[config.mk]
export PLATFORM = sky130hd
export DESIGN_NAME = miss_tracker
export DESIGN_NICKNAME = d
export VERILOG_FILES = /design/src/rtl/miss_tracker_pkg.sv /design/src/rtl/mt_req_build.sv /design/src/rtl/mt_snoop_latch.sv /design/src/rtl/mt_fill_path.sv /design/src/rtl/miss_tracker.sv
export SDC_FILE = /design/constraint.sdc
export NUM_CORES = 1
export LEC_CHECK = 0
export BUFFER_PORTS_ARGS = -buffer_cell sky130_fd_sc_hd__buf_2
export CAP_MARGIN = 20
export CELL_PAD_IN_SITES_DETAIL_PLACEMENT = 1
export CELL_PAD_IN_SITES_GLOBAL_PLACEMENT = 1
export CORE_AREA = 2 2 279 281
export CTS_CLUSTER_DIAMETER = 30
export DETAILED_ROUTE_END_ITERATION = 10
export DIE_AREA = 0 0 281 283
export PLACE_DENSITY_LB_ADDON = 0.1
export RECOVER_POWER = 50
export SLEW_MARGIN = 0
export SYNTH_ARGS = -nofsm -noshare
export SYNTH_HDL_FRONTEND = slang
export SYNTH_SLANG_ARGS = --single-unit
[constraint.sdc]
create_clock -name clk_i -period 5.3 [get_ports clk_i]
set_clock_uncertainty 0.15 [all_clocks]
set_input_delay 0.53 -clock clk_i [delete_from_list [all_inputs] [get_ports clk_i]]
set_output_delay 0.53 -clock clk_i [all_outputs]
set_load 0.01 [all_outputs]
[src/rtl/miss_tracker_pkg.sv]
package miss_tracker_pkg;
  typedef enum logic [1:0] {
    BUS_IDLE      = 2'd0,
    BUS_RD_SHARED = 2'd1,
    BUS_UPGRADE   = 2'd2
  } bus_cmd_e;

  typedef enum logic [1:0] {
    LN_INV = 2'd0,
    LN_SHR = 2'd1,
    LN_MOD = 2'd2
  } line_st_e;
endpackage

[src/rtl/mt_req_build.sv]
module mt_req_build import miss_tracker_pkg::*; #(
  parameter int ADDR_W = 32,
  parameter int OFF_W  = 6
) (
  input  logic                    clk_i,
  input  logic                    rst_ni,
  input  logic                    accept_i,
  input  logic                    write_i,
  input  logic [ADDR_W-OFF_W-1:0] tag_i,
  output logic                    req_valid_o,
  output logic [1:0]              req_cmd_o,
  output logic [ADDR_W-1:0]       req_addr_o,
  output logic [OFF_W:0]          req_size_o
);
  localparam logic [OFF_W:0] LINE_SIZE = (OFF_W+1)'(1 << OFF_W);

  bus_cmd_e cmd_q;

  always_ff @(posedge clk_i or negedge rst_ni) begin
    if (!rst_ni) begin
      req_valid_o <= 1'b0;
      cmd_q       <= BUS_IDLE;
      req_addr_o  <= '0;
      req_size_o  <= '0;
    end else begin
      req_valid_o <= accept_i;
      if (accept_i) begin
        // read miss fetches whole line shared; write to Shared line only upgrades
        cmd_q      <= write_i ? BUS_UPGRADE : BUS_RD_SHARED;
        req_addr_o <= {tag_i, {OFF_W{1'b0}}};
        req_size_o <= write_i ? '0 : LINE_SIZE;
      end
    end
  end

  assign req_cmd_o = cmd_q;
endmodule

[src/rtl/mt_snoop_latch.sv]
module mt_snoop_latch #(
  parameter int ADDR_W = 32,
  parameter int OFF_W  = 6
) (
  input  logic                    clk_i,
  input  logic                    rst_ni,
  input  logic                    ent_valid_i,
  input  logic [ADDR_W-OFF_W-1:0] ent_tag_i,
  input  logic                    snp_valid_i,
  input  logic                    snp_inv_i,
  input  logic [ADDR_W-1:0]       snp_addr_i,
  input  logic                    retire_i,
  output logic                    hit_o,
  output logic                    deferred_o
);
  logic unused_snp_lo;
  assign unused_snp_lo = ^snp_addr_i[OFF_W-1:0];

  assign hit_o = ent_valid_i & snp_valid_i & snp_inv_i &
                 (snp_addr_i[ADDR_W-1:OFF_W] == ent_tag_i);

  always_ff @(posedge clk_i or negedge rst_ni) begin
    if (!rst_ni)       deferred_o <= 1'b0;
    else if (retire_i) deferred_o <= 1'b0;  // a same-cycle hit is consumed by the retiring fill
    else if (hit_o)    deferred_o <= 1'b1;
  end
endmodule

[src/rtl/mt_fill_path.sv]
module mt_fill_path #(
  parameter int ADDR_W     = 32,
  parameter int LINE_BYTES = 64,
  parameter int WORD_BYTES = 8
) (
  input  logic                                   clk_i,
  input  logic                                   rst_ni,
  input  logic                                   fire_i,
  input  logic [LINE_BYTES*8-1:0]                line_i,
  input  logic [$clog2(LINE_BYTES/WORD_BYTES)-1:0] widx_i,
  input  logic                                   write_i,
  input  logic                                   inval_i,
  input  logic [ADDR_W-1:0]                      addr_i,
  output logic                                   rsp_valid_o,
  output logic                                   rsp_inval_o,
  output logic [ADDR_W-1:0]                      rsp_addr_o,
  output logic [WORD_BYTES*8-1:0]                rsp_data_o
);
  localparam int WORDS  = LINE_BYTES / WORD_BYTES;
  localparam int WORD_W = WORD_BYTES * 8;

  logic [WORD_W-1:0] words [WORDS];
  logic              pend_q;

  for (genvar k = 0; k < WORDS; k++) begin : g_word
    assign words[k] = line_i[k*WORD_W +: WORD_W];
  end

  always_ff @(posedge clk_i or negedge rst_ni) begin
    if (!rst_ni) begin
      pend_q      <= 1'b0;
      rsp_valid_o <= 1'b0;
      rsp_inval_o <= 1'b0;
      rsp_addr_o  <= '0;
      rsp_data_o  <= '0;
    end else begin
      pend_q      <= fire_i;
      rsp_valid_o <= pend_q;   // one cycle after the fill is handled
      if (fire_i) begin
        rsp_inval_o <= inval_i;
        rsp_addr_o  <= addr_i;
        rsp_data_o  <= write_i ? '0 : words[widx_i];
      end
    end
  end
endmodule

[src/rtl/miss_tracker.sv]
module miss_tracker import miss_tracker_pkg::*; #(
  parameter int ADDR_W     = 32,
  parameter int LINE_BYTES = 64,
  parameter int WORD_BYTES = 8
) (
  input  logic                      clk_i,
  input  logic                      rst_ni,
  input  logic                      miss_valid_i,
  output logic                      miss_ready_o,
  input  logic                      miss_write_i,
  input  logic [ADDR_W-1:0]         miss_addr_i,
  output logic                      bus_req_valid_o,
  output logic [1:0]                bus_req_cmd_o,
  output logic [ADDR_W-1:0]         bus_req_addr_o,
  output logic [$clog2(LINE_BYTES):0] bus_req_size_o,
  input  logic                      snp_valid_i,
  input  logic                      snp_inv_i,
  input  logic [ADDR_W-1:0]         snp_addr_i,
  input  logic                      fill_valid_i,
  input  logic [LINE_BYTES*8-1:0]   fill_data_i,
  output logic                      cpu_rsp_valid_o,
  output logic                      cpu_rsp_inval_o,
  output logic [ADDR_W-1:0]         cpu_rsp_addr_o,
  output logic [WORD_BYTES*8-1:0]   cpu_rsp_data_o,
  output logic [1:0]                line_state_o
);
  localparam int OFF_W  = $clog2(LINE_BYTES);
  localparam int WOFF_W = $clog2(WORD_BYTES);

  logic              ent_valid_q, ent_write_q;
  logic [ADDR_W-1:0] ent_addr_q;
  line_st_e          ln_st_q;
  logic              accept, fill_fire, snp_hit, deferred, inval_now;
  logic              unused_miss_lo;

  assign unused_miss_lo = ^miss_addr_i[WOFF_W-1:0];
  assign miss_ready_o   = ~ent_valid_q;
  assign accept         = miss_valid_i & miss_ready_o;
  assign fill_fire      = fill_valid_i & ent_valid_q;
  assign inval_now      = deferred | snp_hit;

  always_ff @(posedge clk_i or negedge rst_ni) begin
    if (!rst_ni) begin
      ent_valid_q <= 1'b0;
      ent_write_q <= 1'b0;
      ent_addr_q  <= '0;
      ln_st_q     <= LN_INV;
    end else if (accept) begin
      ent_valid_q <= 1'b1;
      ent_write_q <= miss_write_i;
      ent_addr_q  <= {miss_addr_i[ADDR_W-1:WOFF_W], {WOFF_W{1'b0}}};
      ln_st_q     <= miss_write_i ? LN_SHR : LN_INV;
    end else if (fill_fire) begin
      ent_valid_q <= 1'b0;
      // install, then apply recorded invalidation in the same step
      ln_st_q     <= inval_now ? LN_INV : (ent_write_q ? LN_MOD : LN_SHR);
    end
  end

  assign line_state_o = ln_st_q;

  mt_req_build #(.ADDR_W(ADDR_W), .OFF_W(OFF_W)) u_req (
    .clk_i       (clk_i),
    .rst_ni      (rst_ni),
    .accept_i    (accept),
    .write_i     (miss_write_i),
    .tag_i       (miss_addr_i[ADDR_W-1:OFF_W]),
    .req_valid_o (bus_req_valid_o),
    .req_cmd_o   (bus_req_cmd_o),
    .req_addr_o  (bus_req_addr_o),
    .req_size_o  (bus_req_size_o)
  );

  mt_snoop_latch #(.ADDR_W(ADDR_W), .OFF_W(OFF_W)) u_snp (
    .clk_i       (clk_i),
    .rst_ni      (rst_ni),
    .ent_valid_i (ent_valid_q),
    .ent_tag_i   (ent_addr_q[ADDR_W-1:OFF_W]),
    .snp_valid_i (snp_valid_i),
    .snp_inv_i   (snp_inv_i),
    .snp_addr_i  (snp_addr_i),
    .retire_i    (fill_fire),
    .hit_o       (snp_hit),
    .deferred_o  (deferred)
  );

  mt_fill_path #(.ADDR_W(ADDR_W), .LINE_BYTES(LINE_BYTES), .WORD_BYTES(WORD_BYTES)) u_fill (
    .clk_i       (clk_i),
    .rst_ni      (rst_ni),
    .fire_i      (fill_fire),
    .line_i      (fill_data_i),
    .widx_i      (ent_addr_q[OFF_W-1:WOFF_W]),
    .write_i     (ent_write_q),
    .inval_i     (inval_now),
    .addr_i      (ent_addr_q),
    .rsp_valid_o (cpu_rsp_valid_o),
    .rsp_inval_o (cpu_rsp_inval_o),
    .rsp_addr_o  (cpu_rsp_addr_o),
    .rsp_data_o  (cpu_rsp_data_o)
  );
endmodule

Yosys cells after proc, flatten, opt, wreduce, memory -nomap -nowiden
Index checks and enable logic that the tools add are counted. W data, S select, Z words.

Memories: 0. Register bits: 166. Input port bits: 583. Output and inout bits: 143. Logic and storage cells: 41. Latch bits: 0. Bits in writable memories: 0. ROM bits: 0.

$lt $le $gt $ge: 1. Equal/unequal tests: 1. Reduce and logical (&&, ||, !) cells: 2. Bitwise gates (word level): 8. Shift-type cells: 0. Multiply operators: 0. Divide/modulo/power cells: 0. Add/sub/neg operators: 0. Mux-type cells: 15.

Operators with widths (count): $bmux W64 S3 (1); $mux W64 (3); $eq A26 B26 Y1 (1); $mux W2 (5); $mux W7 (1); $and A1 B1 Y1 (5); $mux W1 (5); $ge A4 B4 Y1 const B (1); $not A3 Y4 (1); $reduce_bool A2 Y1 (2); $not A1 Y1 (1); $or A1 B1 Y1 (1).

Longest topological paths before layout
Depth in word-level cells: 7. Depth in mapped cells: 6. Depth with buffers taken out: 5.

By module
Synthesis repeated with hierarchy kept, for this count alone.

Cells, all modules: 928. Area, all modules: 10819.1 um2.

By module, submodules not included: mt_fill_path (sequential area each 2477.4 um2, cells each 659, area an instance 7888.8 um2, instances 1); miss_tracker (sequential area each 825.8 um2, cells each 145, area an instance 1276.2 um2, instances 1); mt_req_build (sequential area each 725.7 um2, cells each 75, area an instance 1267.5 um2, instances 1); mt_snoop_latch (sequential area each 25.0 um2, cells each 49, area an instance 386.6 um2, instances 1).

Worst setup path before layout
Ideal clock, no wire load.

Path kind: input to register. Start point: input port snp_addr_i[9]. End point: register u_fill.rsp_inval_o. Data required time: 5.085 ns. Stages: 5. Library setup time: 0.065 ns. Path buffers: 0. Arrival time: 1.600 ns. Setup slack: 3.485 ns. Path through: xor2_1 -> nor4_1 -> nand4_1 -> nor4_4 -> o22a_1.

Longest elaborated chain between the ends: 3.

Ends and longest elaborated chain: start, declared (line miss_tracker.sv:18) `input logic [ADDR_W-1:0] snp_addr_i,`; $eq A26 B26 Y1 (line mt_snoop_latch.sv:20) `(snp_addr_i[ADDR_W-1:OFF_W] == ent_tag_i);`; $and A1 B1 Y1 (line mt_snoop_latch.sv:19) `assign hit_o = ent_valid_i & snp_valid_i & snp_inv_i &`; $or A1 B1 Y1 (line miss_tracker.sv:40) `assign inval_now = deferred | snp_hit;`; end signal, assigned (line mt_fill_path.sv:40) `rsp_inval_o <= inval_i;`; end, declared (line mt_fill_path.sv:15) `output logic rsp_inval_o,`.

No other way between the ends. A chain may end at the register's enable or synchronous reset.

Final worst setup path
Start point: register ent_valid_q. End point: register u_req.req_addr_o[8].

Longest elaborated chain between the ends: 2.

Ends and longest elaborated chain: start, declared (line miss_tracker.sv:30) `logic ent_valid_q, ent_write_q;`; start signal, assigned (line miss_tracker.sv:44) `ent_valid_q <= 1'b0;`; start signal, assigned (line miss_tracker.sv:49) `ent_valid_q <= 1'b1;`; start signal, assigned (line miss_tracker.sv:54) `ent_valid_q <= 1'b0;`; $not A1 Y1 (line miss_tracker.sv:37) `assign miss_ready_o = ~ent_valid_q;`; $and A1 B1 Y1 (line miss_tracker.sv:38) `assign accept = miss_valid_i & miss_ready_o;`; end signal, assigned (line mt_req_build.sv:30) `req_addr_o <= {tag_i, {OFF_W{1'b0}}};`; end, declared (line mt_req_build.sv:12) `output logic [ADDR_W-1:0] req_addr_o,`.

No other way between the ends.

==> flow_metrics.tcl <==
set metrics [dict create \
    outcome "finished with violations" \
    violations "max-capacitance violations, max-slew violations" \
    reg2regPathDepth 3 \
    synth_edf_count 0 \
    min_path_cells 2 \
    slew_viol_final 24 \
    finalCriticalPeriod_ps 3390 \
    timing.setup.tns_ps 0 \
    viasPerCell 3.62 \
    cp-end-kind "register" \
    gp_congestion 0.805 \
    worst_pin_slew_ps 1610 \
    netlist_area_um2 9120 \
    yosysMostFrequentCell "nand2_1" \
    num-fill-cells 9012 \
    grt_pass1_vias 9907 \
    grt_util_all_layers_pct 13.8 \
    hold_path_class "input port to register" \
    p_per_area_nw_per_um2 384 \
    synth.distinct_cells 29 \
    clk_path_buf_depth 2 \
    drv_cap 1 \
    die-area_um2 79500 \
    yosys_warnings 0 \
    synthTopCellsByCount "nand2_1 (153), dfrtp_1 (132), mux4_2 (128)" \
    drtAntennaViolNets 0 \
    cp-start-kind "register" \
    root_buffer "clkbuf_16" \
    cts_max_level 4 \
    cellLeakagePower_nw 6.45 \
    slowest_delay_ps 1230 \
    yosysSeqAreaShare_pct 36.2 \
    area.growth.synth_to_final_pct 53.6 \
    dp_hpwl_mm 45.7 \
    totalWireLength_mm 55.5 \
    drive_above_1_share_pct 57.6 \
    cp.depth 3 \
    rsz0062_at_grt "no" \
    crit_chain "nor2b_1, clkbuf_1, mux2_2" \
    stdcell_area_um2 14000 \
    ys_seq_elements 132 \
    num-nets-final 1951 \
    synth_cells 727 \
    initial_core_util_pct 11.9 \
    postSynthAreaPerCell_um2 12.5 \
    grt_max_degree 79 \
    core_area_um2 76700 \
    hold_violations 0 \
    worst-path-max-fanout 23 \
    postCtsSetupBuffers 0 \
    ir_drop_mv 0.247 \
    wl_per_cell_um 22.8 \
    slowest_stage "clkbuf_1" \
    cp_num_buf_inv 1 \
    synthArstFlopShare_pct 100 \
    placed_area_um2 13500 \
    synth_top_area_cell "dfrtp_1" \
    clock-sinks 132 \
    rows 102 \
    cts_tree "done" \
    critPathArrivalTime_ps 3580 \
    max_freq_mhz 295 \
    path_class "register to register" \
    fp.dieW_um 281 \
    dr_total_vias 8810 \
    synth.area.top_cells "dfrtp_1 (36%), mux4_2 (32%), mux2i_1 (7.1%), nand2_1 (6.3%), mux2_2 (3.7%)" \
    ios 726 \
    firstDrtPassIters 4 \
    cp_data_required_time_ps 5500 \
    io_buffers 701 \
    die_height_um 283 \
    synthDominantCellAreaShare_pct 36.2 \
    maxSlewHeadroom_pct -7.65 \
    fin_crit_sh_pct 63.9 \
    drt_iter0_drc 267 \
    ys.flop_type "dfrtp_1" \
    cp_top_family "buffers and inverters" \
    worst_skew_pair.late_latency_ps 470 \
    cts.clk_slew.worst_paths_ps 70 \
    route.detailed.drc 0 \
    grt_pass1_wl_mm 76.3 \
    setup_viol 0 \
    antenna_found_initial 38 \
    gr-total-overflow 0 \
    cts_buffers 17 \
]
==> flip-flops by register name, indices dropped and copies added, names as in the netlist <==
name,cells
u_fill.rsp_data_o,64
line_state_o,2
ent_addr_q,3
ent_write_q,1
ent_valid_q,1
u_fill.rsp_valid_o,1
u_req.req_cmd_o,1
u_fill.rsp_addr_o,29
u_req.req_addr_o,26
u_snp.deferred_o,1
u_fill.rsp_inval_o,1
u_req.req_valid_o,1
u_fill.pend_q,1
==> report_power, final <==
group	switching [W]	leakage (nW)	internal [W]
Combinational	0.00127	4.49	0.00111
Clock	0.000547	0.303	0.000772
Sequential	0.000345	1.65	0.00133
==> through the flow <==
step	hold WS, ps	cells	total power [W]	setup WS (ps)	util, %
6_report	132	2436	0.00538	1910	18.3
5_1_grt	92.3	2429	0.00578	1600	18.2
4_1_cts	77.3	2421	0.00565	2510	18.4
3_5_place_dp	187	2388	0.00427	2350	17.6
3_3_place_gp	182	2388	0.00425	2320	17.6
2_1_floorplan	84.4	741	0.00313	3480	-
==> cell type report <==
class | count | area, um2 | share of cell area, %
multi-input cells | 502 | 5210 | 37.2
repair buffers | 712 | 3510 | 25.0
flip-flops and latches | 132 | 3310 | 23.7
well taps | 1040 | 1300 | 9.29
clock buffers | 19 | 453 | 3.23
clock inverters | 13 | 170 | 1.21
diodes | 15 | 37.5 | 0.268
inverters | 3 | 11.3 | 0.0804
==> metal layers <==
metal,vias to the layer above,share of wire (%),global-route usage [%]
met4,28,1.2,4.04
met2,382,53,24.5
li1,3967,-,-
met3,61,8.4,5.52
met5,-,0.33,0
met1,4372,37,14.9
==> worst reg2reg max path: stages, from the launching register on <==
cell      delay [ps]
dfrtp_1          490
nor2b_1          910
clkbuf_1        1240
mux2_2           470
==> what timing repair did <==
action | CTS | global route
gates resized for setup | 0 | 0
hold buffers | 1 | 0
endpoints found under the hold margin | 54 | 0
==> cell usage in the layout (no fill, tap or decap), drive strengths merged, types with 2 or more instances in the layout <==
cell / count
mux2: 30
clkbuf: 131
conb: 15
bufinv: 3
inv: 7
nand2: 153
clkinvlp: 2
xnor2: 6
dfrtp: 132
diode: 15
o21ai: 64
nand4: 3
nor2: 3
nor4: 6
mux4: 128
mux2i: 65
xor2: 20
buf: 599
clkinv: 4
nand2b: 2
==> logic make-up after synthesis <==
family,Yosys count,synth area share (%)
flip-flops,132,36.2
AND/OR/NAND/NOR,169,7.49
buffers and inverters,107,7.35
multiplexers,223,42.4
AO/OA/AOI/OAI,69,3.95
XOR/XNOR,26,2.50
other,1,0.0411
==> path summary, 6_finish.rpt <==
kind / startpoint / end / slack [ps]
setup / recovery: ent_valid_q / u_req.req_addr_o[8] / 1910
hold / removal: miss_write_i / u_req.req_cmd_o[0] / 130
setup reg to reg: ent_valid_q / u_req.req_addr_o[8] / 1910
hold reg to reg: u_fill.pend_q / u_fill.rsp_valid_o / 200
max in group asynchronous: rst_ni / ent_addr_q[3] / 3550
min in group asynchronous: rst_ni / u_req.req_addr_o[6] / 440
Power figures use the tool's default switching activity.
